**src/rtl/vws_pkg.sv**
```systemverilog
package vws_pkg;

  localparam int PAY_W  = 24;
  localparam int DIV_W  = 12;
  localparam int CNT_W  = 6;
  localparam int NCS    = 3;

  typedef enum logic [1:0] {
    ST_IDLE,
    ST_SETUP,
    ST_SHIFT,
    ST_TAIL
  } vws_state_e;

  // byte-count code to bit count; code 0 falls back to one byte
  function automatic logic [CNT_W-1:0] entry_bits(input logic [1:0] code);
    logic [CNT_W-1:0] n;
    n = '0;
    n[4:3] = code;
    if (code == 2'd0) n = CNT_W'(8);
    return n;
  endfunction

endpackage

```
**src/rtl/vws_tick.sv**
```systemverilog
module vws_tick #(
  parameter int DIV_W = vws_pkg::DIV_W
) (
  input  logic             clk,
  input  logic             rst,
  input  logic             run,
  input  logic [DIV_W-1:0] div,
  output logic             tick
);

  logic [DIV_W-1:0] cnt;

  assign tick = run && (cnt == div);

  always_ff @(posedge clk) begin
    if (rst || !run || tick) cnt <= '0;
    else                     cnt <= cnt + 1'b1;
  end

endmodule

```
**src/rtl/vws_shift.sv**
```systemverilog
module vws_shift #(
  parameter int PAY_W = vws_pkg::PAY_W
) (
  input  logic             clk,
  input  logic             rst,
  input  logic             load,
  input  logic [PAY_W-1:0] payload,
  input  logic             shift_en,
  input  logic             sample_en,
  input  logic             miso,
  output logic             mosi,
  output logic [PAY_W-1:0] rx_word
);

  logic [PAY_W-1:0] tx_sh;
  logic [PAY_W-1:0] rx_sh;

  assign mosi    = tx_sh[PAY_W-1];
  assign rx_word = rx_sh;

  always_ff @(posedge clk) begin
    if (rst) begin
      tx_sh <= '0;
      rx_sh <= '0;
    end else if (load) begin
      tx_sh <= payload;
      rx_sh <= '0;
    end else begin
      if (shift_en)  tx_sh <= {tx_sh[PAY_W-2:0], 1'b0};
      if (sample_en) rx_sh <= {rx_sh[PAY_W-2:0], miso};
    end
  end

endmodule

```
**src/rtl/vws_seq.sv**
```systemverilog
module vws_seq #(
  parameter int CNT_W = vws_pkg::CNT_W
) (
  input  logic             clk,
  input  logic             rst,
  input  logic             cpol,
  input  logic             launch_rise,
  input  logic             sample_rise,
  input  logic             tick,
  input  logic             pop,
  input  logic [CNT_W-1:0] nbits,
  input  logic             hold,
  output logic             sck,
  output logic             cs_act,
  output logic             busy,
  output logic             idle,
  output logic             shift_en,
  output logic             sample_en,
  output logic             done,
  output logic [CNT_W-1:0] bits_left
);
  import vws_pkg::*;

  vws_state_e       st;
  logic [CNT_W:0]   half_cnt;
  logic [CNT_W:0]   last_half;
  logic [CNT_W-1:0] nbits_r;
  logic             hold_r;
  logic [1:0]       tail_cnt;
  logic             lead_edge;
  logic             launch_lead;
  logic             sample_lead;
  logic             last_hit;
  logic             shifting;

  // a rising edge leads the pulse when the clock idles low
  assign launch_lead = launch_rise ^ cpol;
  assign sample_lead = sample_rise ^ cpol;
  assign lead_edge   = ~half_cnt[0];
  assign last_half   = {nbits_r, 1'b0} - 1'b1;
  assign last_hit    = (half_cnt == last_half);
  assign shifting    = (st == ST_SHIFT) && tick;

  // first bit is preloaded; the trailing edge of the last bit launches nothing
  assign shift_en  = shifting && (lead_edge == launch_lead)
                   && !(lead_edge && (half_cnt == '0))
                   && !(!lead_edge && last_hit);
  assign sample_en = shifting && (lead_edge == sample_lead);

  assign busy = (st != ST_IDLE);
  assign idle = (st == ST_IDLE);

  always_ff @(posedge clk) begin
    if (rst) begin
      st        <= ST_IDLE;
      sck       <= cpol;
      cs_act    <= 1'b0;
      half_cnt  <= '0;
      nbits_r   <= '0;
      hold_r    <= 1'b0;
      tail_cnt  <= '0;
      bits_left <= '0;
      done      <= 1'b0;
    end else begin
      done <= 1'b0;
      case (st)
        ST_IDLE: begin
          sck <= cpol;
          if (pop) begin
            st        <= ST_SETUP;
            cs_act    <= 1'b1;
            nbits_r   <= nbits;
            bits_left <= nbits;
            hold_r    <= hold;
            half_cnt  <= '0;
          end
        end
        ST_SETUP: begin
          if (tick) st <= ST_SHIFT;
        end
        ST_SHIFT: begin
          if (tick) begin
            sck <= ~sck;
            if (!lead_edge) bits_left <= bits_left - 1'b1;
            if (last_hit) begin
              st       <= ST_TAIL;
              tail_cnt <= '0;
              done     <= 1'b1;
            end else begin
              half_cnt <= half_cnt + 1'b1;
            end
          end
        end
        ST_TAIL: begin
          if (tick) begin
            tail_cnt <= tail_cnt + 1'b1;
            if (tail_cnt == 2'd1 && !hold_r) cs_act <= 1'b0;
            if (tail_cnt == 2'd3) st <= ST_IDLE;
          end
        end
        default: st <= ST_IDLE;
      endcase
    end
  end

endmodule

```
**src/rtl/vw_spi_engine.sv**
```systemverilog
module vw_spi_engine #(
  parameter int DIV_W = vws_pkg::DIV_W,
  parameter int PAY_W = vws_pkg::PAY_W,
  parameter int CNT_W = vws_pkg::CNT_W,
  parameter int NCS   = vws_pkg::NCS
) (
  input  logic             clk,
  input  logic             rst,
  input  logic [DIV_W-1:0] cfg_div,
  input  logic             cfg_cpol,
  input  logic             cfg_launch_rise,
  input  logic             cfg_sample_rise,
  input  logic             tx_valid,
  output logic             tx_ready,
  input  logic [PAY_W+7:0] tx_data,
  input  logic             tx_hold,
  output logic             rx_valid,
  input  logic             rx_ready,
  output logic [PAY_W-1:0] rx_data,
  output logic             sck,
  output logic             mosi,
  input  logic             miso,
  output logic [NCS-1:0]   cs_n,
  output logic             busy,
  output logic [CNT_W-1:0] bits_left
);
  import vws_pkg::*;

  localparam int CODE_LO = PAY_W + 3;

  logic             tick;
  logic             idle;
  logic             pop;
  logic             cs_act;
  logic             shift_en;
  logic             sample_en;
  logic             done;
  logic [CNT_W-1:0] nbits;
  logic [PAY_W-1:0] rx_word;
  logic             unused_fields;

  assign unused_fields = ^{tx_data[PAY_W+7:CODE_LO+2], tx_data[CODE_LO-1:PAY_W]};

  assign nbits    = entry_bits(tx_data[CODE_LO+1:CODE_LO]);
  assign tx_ready = idle && (!rx_valid || rx_ready);
  assign pop      = tx_valid && tx_ready;

  vws_tick #(.DIV_W(DIV_W)) u_tick (
    .clk  (clk),
    .rst  (rst),
    .run  (busy),
    .div  (cfg_div),
    .tick (tick)
  );

  vws_seq #(.CNT_W(CNT_W)) u_seq (
    .clk         (clk),
    .rst         (rst),
    .cpol        (cfg_cpol),
    .launch_rise (cfg_launch_rise),
    .sample_rise (cfg_sample_rise),
    .tick        (tick),
    .pop         (pop),
    .nbits       (nbits),
    .hold        (tx_hold),
    .sck         (sck),
    .cs_act      (cs_act),
    .busy        (busy),
    .idle        (idle),
    .shift_en    (shift_en),
    .sample_en   (sample_en),
    .done        (done),
    .bits_left   (bits_left)
  );

  vws_shift #(.PAY_W(PAY_W)) u_shift (
    .clk       (clk),
    .rst       (rst),
    .load      (pop),
    .payload   (tx_data[PAY_W-1:0]),
    .shift_en  (shift_en),
    .sample_en (sample_en),
    .miso      (miso),
    .mosi      (mosi),
    .rx_word   (rx_word)
  );

  // single receive slot; a new command is only popped once it is free
  always_ff @(posedge clk) begin
    if (rst) begin
      rx_valid <= 1'b0;
      rx_data  <= '0;
    end else if (done) begin
      rx_valid <= 1'b1;
      rx_data  <= rx_word;
    end else if (rx_ready) begin
      rx_valid <= 1'b0;
    end
  end

  for (genvar g = 0; g < NCS; g++) begin : g_cs
    assign cs_n[g] = ~cs_act;
  end

endmodule

```
**config.mk**
```make
export PLATFORM = sky130hd
export DESIGN_NAME = vw_spi_engine
export DESIGN_NICKNAME = d
export VERILOG_FILES = /design/src/rtl/vws_pkg.sv /design/src/rtl/vws_tick.sv /design/src/rtl/vws_shift.sv /design/src/rtl/vws_seq.sv /design/src/rtl/vw_spi_engine.sv
export SDC_FILE = /design/constraint.sdc
export NUM_CORES = 1
export LEC_CHECK = 0
export CORE_MARGIN = 1
export CORE_UTILIZATION = 47
export DETAILED_ROUTE_END_ITERATION = 12
export GPL_TIMING_DRIVEN = 0
export PLACE_DENSITY = 0.76
export SLEW_MARGIN = 25
export SYNTH_ARGS = -nofsm -noshare
export SYNTH_HDL_FRONTEND = slang
export SYNTH_SLANG_ARGS = --single-unit
```
**constraint.sdc**
```tcl
create_clock -name clk -period 2.4 [get_ports clk]
set_input_delay 0.48 -clock clk [delete_from_list [all_inputs] [get_ports clk]]
set_output_delay 0.48 -clock clk [all_outputs]
set_load 0.01 [all_outputs]
```
==> results of run 1 <==
## logic make-up after synthesis
| logic type | count (synthesis) |
|---|---|
| adder cells (fa/ha/maj) | 11 |
| buffers and inverters | 58 |
| AO/OA/AOI/OAI | 78 |
| multiplexers | 49 |
| AND/OR/NAND/NOR | 204 |
| XOR/XNOR | 28 |
| flip-flops | 108 |
## what timing repair did
item | in CTS | in global routing
setup endpoints to repair | 44 | 49
resized for setup | 12 | 23
buffers inserted | 2 | 5
endpoints found under the hold margin | 0 | 0
pin swaps | 1 | 5
## power groups by stage
stage               clock network [mW]  registers [mW]  logic, mW
floorplan                            0            2.13       1.03
global placement                     0            2.14       1.47
detailed placement                   0            2.15       1.52
CTS                               1.22            2.11       1.56
global route                      1.28            2.14       1.77
finish                            1.18            2.12       1.61
## state kept, by name, summed over array words and instances (netlist names), 2 cells and up
signal,count
u_tick.cnt,12
rx_data,24
u_seq.tail_cnt,2
u_shift.rx_word,24
u_seq.st,2
u_seq.half_cnt,7
u_shift.tx_sh,24
u_seq.bits_left,6
u_seq.nbits_r,2
## cells in the final DEF, fill, tap and decap left out, types with 4 or more instances in the layout
cell type	synthesis	final
a21oi_1	19	18
a311oi_1	5	4
a311oi_2	20	21
a31oi_1	4	4
and3_1	7	7
buf_4	4	9
buf_6	3	5
clkbuf_1	23	18
clkbuf_2	0	5
clkbuf_8	0	9
clkdlybuf4s50_1	0	83
dfxtp_1	107	104
ha_1	11	8
inv_1	21	20
mux2i_1	48	48
nand2_1	61	61
nand2b_1	4	4
nand3_1	10	9
nand4_1	4	4
nor2_1	92	84
nor2_2	0	8
o21ai_0	10	10
or4_1	7	7
xnor2_1	9	9
xor2_1	19	19
## worst min-delay path, stage by stage (launching register included)
cell	delay [ps]
dfxtp_2	340
nand2_1	50
a21oi_1	50
## path summary, 6_finish.rpt
path | endpoint | slack (ps) | cells past startpoint
max reg2reg | u_shift.tx_sh[19] | 90 | 10
min reg2reg | u_seq.nbits_r[4] | 470 | 2
max | u_seq.half_cnt[2] | 40 | 9
min | u_seq.nbits_r[4] | 470 | 2
## layout make-up
class                      count  area, sq um  share of cell area (%)
multi-input combinational    370         2530                    40.5
sequential                   108         2180                    34.8
timing repair buffer          90          881                    14.1
buffer                        36          200                    3.20
tap                          133          166                    2.66
clock buffer                   9          124                    1.98
clock inverter                 7         92.6                    1.48
inverter                      21         78.8                    1.26
## per-layer routing
layer  wire length [um]  vias up  track usage (%)  share of wire [%]
met1               5070     1898             26.6                 45
met3                637       14             5.14                5.6
met2               5410      115             34.3                 48
met5                  0        -                0                  0
met4                171        0             6.73                1.5
li1                   -     2051                -                  -
==> flow_metrics.py, run 1 <==
metrics = {
    "synthesis": {
        "async_reset_ff_share_pct": 0,
        "main_combinational_cell_family_by_area_after_synthesis": "simple AND/OR/NAND/NOR gates",
        "yosysWarnings": 0,
        "post-synth-top-area-fraction_pct": 43.8,
        "simple_gate_share_of_the_synthesized_area_pct": 18.4,
        "yosys-mux-area-fraction_pct": 10.0,
        "synth_area_leader_cell": "dfxtp_1",
        "synthesis.nets": 600,
        "synthesis.area_per_instance_sq_um": 9.13,
        "synth.top_cells.by_count": "dfxtp_1, nor2_1, nand2_1",
        "synth_seq_cells": 108,
        "synthesis.instances": 536,
        "syn-cell-area_sq_mm": 0.00489,
        "post_synth_num_cell_types": 51,
        "synth.top_cells.by_area": "dfxtp_1, mux2i_1, nor2_1",
        "synthFlopType": "dfxtp_1",
        "synth_adder_area_share_pct": 2.81,
        "edff_count_synth": 1,
        "seq_area_frac_synth_pct": 44.4,
        "synthXorXnorAreaFrac_pct": 5.01,
        "synth.most_common_cell": "dfxtp_1",
        "synth_compound_gate_area_share_pct": 14.0,
    },
    "timing": {
        "final.setup.worst_slack_ps": 43.4,
        "slew_headroom_pct": 52.3,
        "grt_setup_unrepaired": "true",
        "crit_share_post_route_pct": 98.2,
        "slew_of_the_pin_with_the_lowest_slew_margin_ps": 716,
        "finalMaxSlewViolations": 0,
        "timing.setup.tns_ps": 0,
        "period_minus_slack_ps": 2360,
        "hold_viol": 0,
        "fmax_mhz": 424,
        "finalClockSkew_ps": 9.12,
        "worst_slack_on_hold_paths_ps": 467,
        "timing.final.setup_violations": 0,
    },
    "clocking": {
        "numCtsBuffers": 9,
        "clk_transition_reported_paths_ps": 110,
        "deepest_level_of_the_cts_h_tree": 3,
        "cts.hold.buffers_added": 0,
        "clock_insertion_delay_worst_skew_ps": 370,
        "clock_path_buffers": 2,
        "tritoncts": "yes",
        "number_of_sinks_driven_by_the_clock_tree": 108,
        "clk_root_buffer_cell": "clkbuf_8",
    },
    "routing": {
        "detailedRoute.firstIterationViolations": 167,
        "drt-wirelength-per-cell_um": 14.6,
        "number_of_nets_with_antenna_violations_after_routing": 0,
        "drt_drc_violations_left": 0,
        "routed_wire_length_um": 11300,
        "detailroute.via_count": 4078,
        "vias_per_cell": 5.27,
        "drtPass1Iterations": 5,
    },
    "floorplanning": {
        "die_height_um": 104,
        "row_count": 36,
        "fp.coreArea_sq_mm": 0.00995,
        "fp.dieW_um": 104,
        "die_footprint_sq_mm": 0.0108,
        "num_io_pins": 91,
        "start_util_pct": 49.2,
    },
    "final_layout": {
        "nNetsFinal": 700,
        "filler_cells_inserted": 842,
        "synthToLayoutAreaGrowth_pct": 27.7,
        "utilization_after_layout_pct": 62.8,
        "layoutNonFillerInstCount": 774,
        "fraction_of_final_layout_cells_sized_beyond_drive_strength_1_pct": 13.3,
        "diodes": 0,
        "post-route-cell-area_sq_mm": 0.00625,
    },
    "grt": {
        "grt_overflow_total": 0,
        "largest_net_degree_at_the_start_of_global_routing": 21,
        "grt_first_pass_wirelength_um": 18400,
        "grt_antenna_before_repair": 0,
        "grt.total_usage_pct": 20.8,
        "first_global_vias": 3937,
    },
    "hold_path": {
        "min-delay-path-class": "reg2reg",
        "holdCritStartpoint": "u_seq.nbits_r[4]",
    },
    "setup_path": {
        "critical-path-top-delay-family": "simple AND/OR/NAND/NOR gates",
        "end_kind": "flip-flop",
        "critPathRequiredTime_ps": 2710,
        "critPathSlowestCell": "clkdlybuf4s50_1",
        "max_stage_delay_ps": 430,
        "worstReg2RegStart": "u_seq.nbits_r[3]",
        "list_of_cells_traversed_by_the_critical_path": "clkdlybuf4s50_1 > xor2_1 > nor4_2 > and4_1 > buf_2 > buf_4 > nand4_1 > or3b_1 > a21oi_1",
        "crit_arrival_ps": 2670,
        "path_class": "in2reg",
        "cp-start-kind": "primary input",
        "cp_max_fo": 10,
        "crit_path_from": "cfg_div[3]",
        "worst-path-buf-inv": 3,
    },
    "power": {
        "power-per-cell-area_mw_per_mm2": 786,
        "clock_power_share_pct": 24.0,
        "part_of_the_power_in_registers_pct": 43.1,
        "switching_power_mw": 1.71,
        "fin_total_pwr_mw": 4.91,
        "fraction_of_power_spent_switching_nets_pct": 34.9,
        "combinationalPowerShare_pct": 32.9,
        "p_int_mw": 3.20,
        "p_leak_nw": 2.41,
        "peakVddDrop_uv": 474,
    },
    "run_status": {
        "outcome": "finished, final reports clean",
    },
    "place": {
        "hpwlAfterDp_um": 8030,
        "dp_slack_ps": -499,
        "place.port_buffers": 83,
        "dpl.cell_count": 752,
        "finalWeightedCongestion": 0.849,
        "post_dp_cell_area_sq_mm": 0.00589,
    },
    "flow_run": {
        "timing.max_cap.violations": 0,
    },
}
Power figures use the tool's default switching activity.
==> inputs of run 2 (changes only) <==
--- a/config.mk
+++ b/config.mk
@@ -6,10 +6,11 @@
 export NUM_CORES = 1
 export LEC_CHECK = 0
 export CORE_MARGIN = 1
-export CORE_UTILIZATION = 47
+export CORE_UTILIZATION = 49
+export CTS_BUF_LIST = sky130_fd_sc_hd__clkbuf_4 sky130_fd_sc_hd__clkbuf_8
 export DETAILED_ROUTE_END_ITERATION = 12
 export GPL_TIMING_DRIVEN = 0
-export PLACE_DENSITY = 0.76
+export PLACE_DENSITY = 0.79
 export SLEW_MARGIN = 25
 export SYNTH_ARGS = -nofsm -noshare
 export SYNTH_HDL_FRONTEND = slang
==> constraint.sdc (replaced) <==
create_clock -name clk -period 2.4 [get_ports clk]
set_input_delay 0.24 -clock clk [delete_from_list [all_inputs] [get_ports clk]]
set_output_delay 0.24 -clock clk [all_outputs]
set_load 0.01 [all_outputs]
==> run 2 against run 1 <==
Critical path depth is 1 higher. Global-route usage is 1.2 points higher. Count of clock-buffer cells in the layout is 1 higher. Largest power group unchanged. Core utilization is 1.4 points higher. Routed wire length is 0.39% lower. First-iteration DRC count is 26% lower. Largest cell class unchanged. Worst setup slack better by 54 ps. Sequential share of layout area hardly changed. Total power is 0.20% lower. Clock power is 5% lower. Final cell count is 0.39% lower.
==> flow_metrics.py, run 2 (synthesis results as in run 1) <==
metrics = {
    "run_status": {
        "outcome": "finished, final reports clean",
    },
    "floorplanning": {
        "die_footprint_sq_mm": 0.0104,
        "fp.coreArea_sq_mm": 0.00973,
        "fp.dieW_um": 102,
        "row_count": 36,
        "num_io_pins": 91,
        "start_util_pct": 50.3,
        "die_height_um": 102,
    },
    "hold_path": {
        "hold-path-cell-count": 3,
        "hold_end": "u_shift.tx_sh[4]",
        "holdCritStartpoint": "tx_data[4]",
        "min-delay-path-class": "in2reg",
    },
    "setup_path": {
        "critPathSlowestCell": "or4_4",
        "cp_max_fo": 7,
        "critical-path-top-delay-family": "compound AO/OA/AOI/OAI gates",
        "end_kind": "flip-flop",
        "worstReg2RegStart": "u_seq.nbits_r[3]",
        "path_class": "reg2reg",
        "max_stage_delay_ps": 510,
        "cpMostUsedCell": "buf_6",
        "r2r_cells": 10,
        "cp-start-kind": "flip-flop",
        "worst-path-buf-inv": 4,
        "r2r_setup_slack_ps": 100,
        "crit_arrival_ps": 2580,
        "crit_path_from": "u_seq.nbits_r[3]",
        "list_of_cells_traversed_by_the_critical_path": "inv_2 > ha_4 > xnor2_1 > or4_4 > buf_6 > a31oi_4 > o31ai_4 > buf_6 > buf_12 > a311oi_2",
        "r2r_end": "u_shift.tx_sh[14]",
        "critPathRequiredTime_ps": 2670,
    },
    "place": {
        "finalWeightedCongestion": 0.848,
        "place.port_buffers": 83,
        "hpwlAfterDp_um": 8010,
        "post_dp_cell_area_sq_mm": 0.00589,
    },
    "clocking": {
        "numCtsBuffers": 9,
        "clock_insertion_delay_worst_skew_ps": 360,
        "clock_path_buffers": 2,
        "clk_transition_reported_paths_ps": 100,
        "tritoncts": "yes",
        "number_of_sinks_driven_by_the_clock_tree": 108,
        "cts.hold.buffers_added": 0,
        "clk_root_buffer_cell": "clkbuf_8",
        "deepest_level_of_the_cts_h_tree": 3,
    },
    "timing": {
        "slew_headroom_pct": 52.4,
        "period_minus_slack_ps": 2300,
        "finalMaxSlewViolations": 0,
        "timing.final.setup_violations": 0,
        "hold_viol": 0,
        "fmax_mhz": 434,
        "crit_share_post_route_pct": 95.9,
        "finalClockSkew_ps": 8.71,
        "slew_of_the_pin_with_the_lowest_slew_margin_ps": 714,
    },
    "final_layout": {
        "layout_commonest_cell": "dfxtp_1",
        "post-route-cell-area_sq_mm": 0.00625,
        "utilization_after_layout_pct": 64.2,
        "nNetsFinal": 698,
        "multiInputGateArea_sq_mm": 0.00254,
        "synthToLayoutAreaGrowth_pct": 27.7,
        "sequential_cell_area_sq_mm": 0.00218,
        "mostFrequentLayoutCells": "dfxtp_1, clkdlybuf4s50_1, nor2_1",
        "filler_cells_inserted": 808,
        "diodes": 0,
        "fraction_of_final_layout_cells_sized_beyond_drive_strength_1_pct": 13.2,
    },
    "grt": {
        "grt.total_usage_pct": 22.0,
        "first_global_vias": 3935,
        "grt_overflow_total": 0,
        "grt_first_pass_wirelength_um": 18300,
        "grt_antenna_before_repair": 0,
        "largest_net_degree_at_the_start_of_global_routing": 18,
    },
    "power": {
        "power-per-cell-area_mw_per_mm2": 784,
        "p_leak_nw": 2.41,
        "peakVddDrop_uv": 447,
    },
    "routing": {
        "vias_per_cell": 5.35,
        "routed_wire_length_um": 11200,
        "number_of_nets_with_antenna_violations_after_routing": 0,
        "drt_drc_violations_left": 0,
        "detailedRoute.firstIterationViolations": 124,
        "detailroute.via_count": 4126,
        "drtPass1Iterations": 4,
        "drt-wirelength-per-cell_um": 14.6,
    },
    "flow_run": {
        "timing.max_cap.violations": 0,
    },
}
-- run 2: changes by cell type in the layout (fill, tap and decap cells not counted), sizes merged --
cell      previous run  this run
buf                 18        16
clkinv               2         1
clkinvlp             0         1
inv                 25        23
clkbuf              34        35
-- run 2: worst max-delay path by stage --
stage	cells after the start	end
detailed placement	9	u_shift.rx_word[8]
finish	10	u_shift.tx_sh[14]
floorplan	11	u_shift.tx_sh[10]
CTS	8	u_seq.bits_left[3]
global placement	9	u_shift.rx_word[8]
global route	8	u_shift.tx_sh[23]
-- run 2: metal layers --
layer / up-vias / global-route usage, % / routed length (um)
met2: 118 / 36.7 / 5510
met4: 0 / 6.37 / 76
met1: 1962 / 29.7 / 5120
li1: 2035 / - / -
met3: 11 / 3.15 / 547
met5: - / 0 / 0
-- run 2: area by class of cell --
type                            instances  area share [%]
Buffer                                 36            3.42
Clock buffer                           10            2.10
Clock inverter                          5           0.961
Inverter                               21            1.26
Multi-Input combinational cell        370            40.7
Sequential cell                       108            34.8
Tap cell                              133            2.66
Timing Repair Buffer                   88            14.1
-- run 2: through the flow --
step | setup TNS [ps] | hold WS [ps] | setup slack (ps) | total power, mW | cells
after floorplan | 0 | 349 | 106 | 3.16 | 536
after global placement | -7120 | 448 | -205 | 3.61 | 752
after detailed placement | -10550 | 448 | -277 | 3.67 | 752
after CTS | 0 | 460 | 0.570 | 4.81 | 768
after global routing | -33.6 | 466 | -16.4 | 5.17 | 771
final | 0 | 462 | 97.2 | 4.90 | 771
-- run 2: timing repair --
item	CTS	global route
cloned	0	1
gates resized for setup	17	25
buffers inserted	1	3
endpoints found under the setup margin	40	60
pin swaps	0	2
-- run 2: power by group --
| group | internal [mW] | total [mW] | switching [mW] |
|---|---|---|---|
| Clock | 0.496 | 1.12 | 0.620 |
| Sequential | 1.99 | 2.12 | 0.135 |
| Combinational | 0.739 | 1.67 | 0.926 |
-- run 2: worst register-to-register path, delay by kind of cell, from the launching register on --
family          cells  cell delay, ps
flops               1             350
compound gates      3             520
simple gates        1             510
buf+inv             4             500
fa+ha+maj           1             230
xor+xnor            1             110
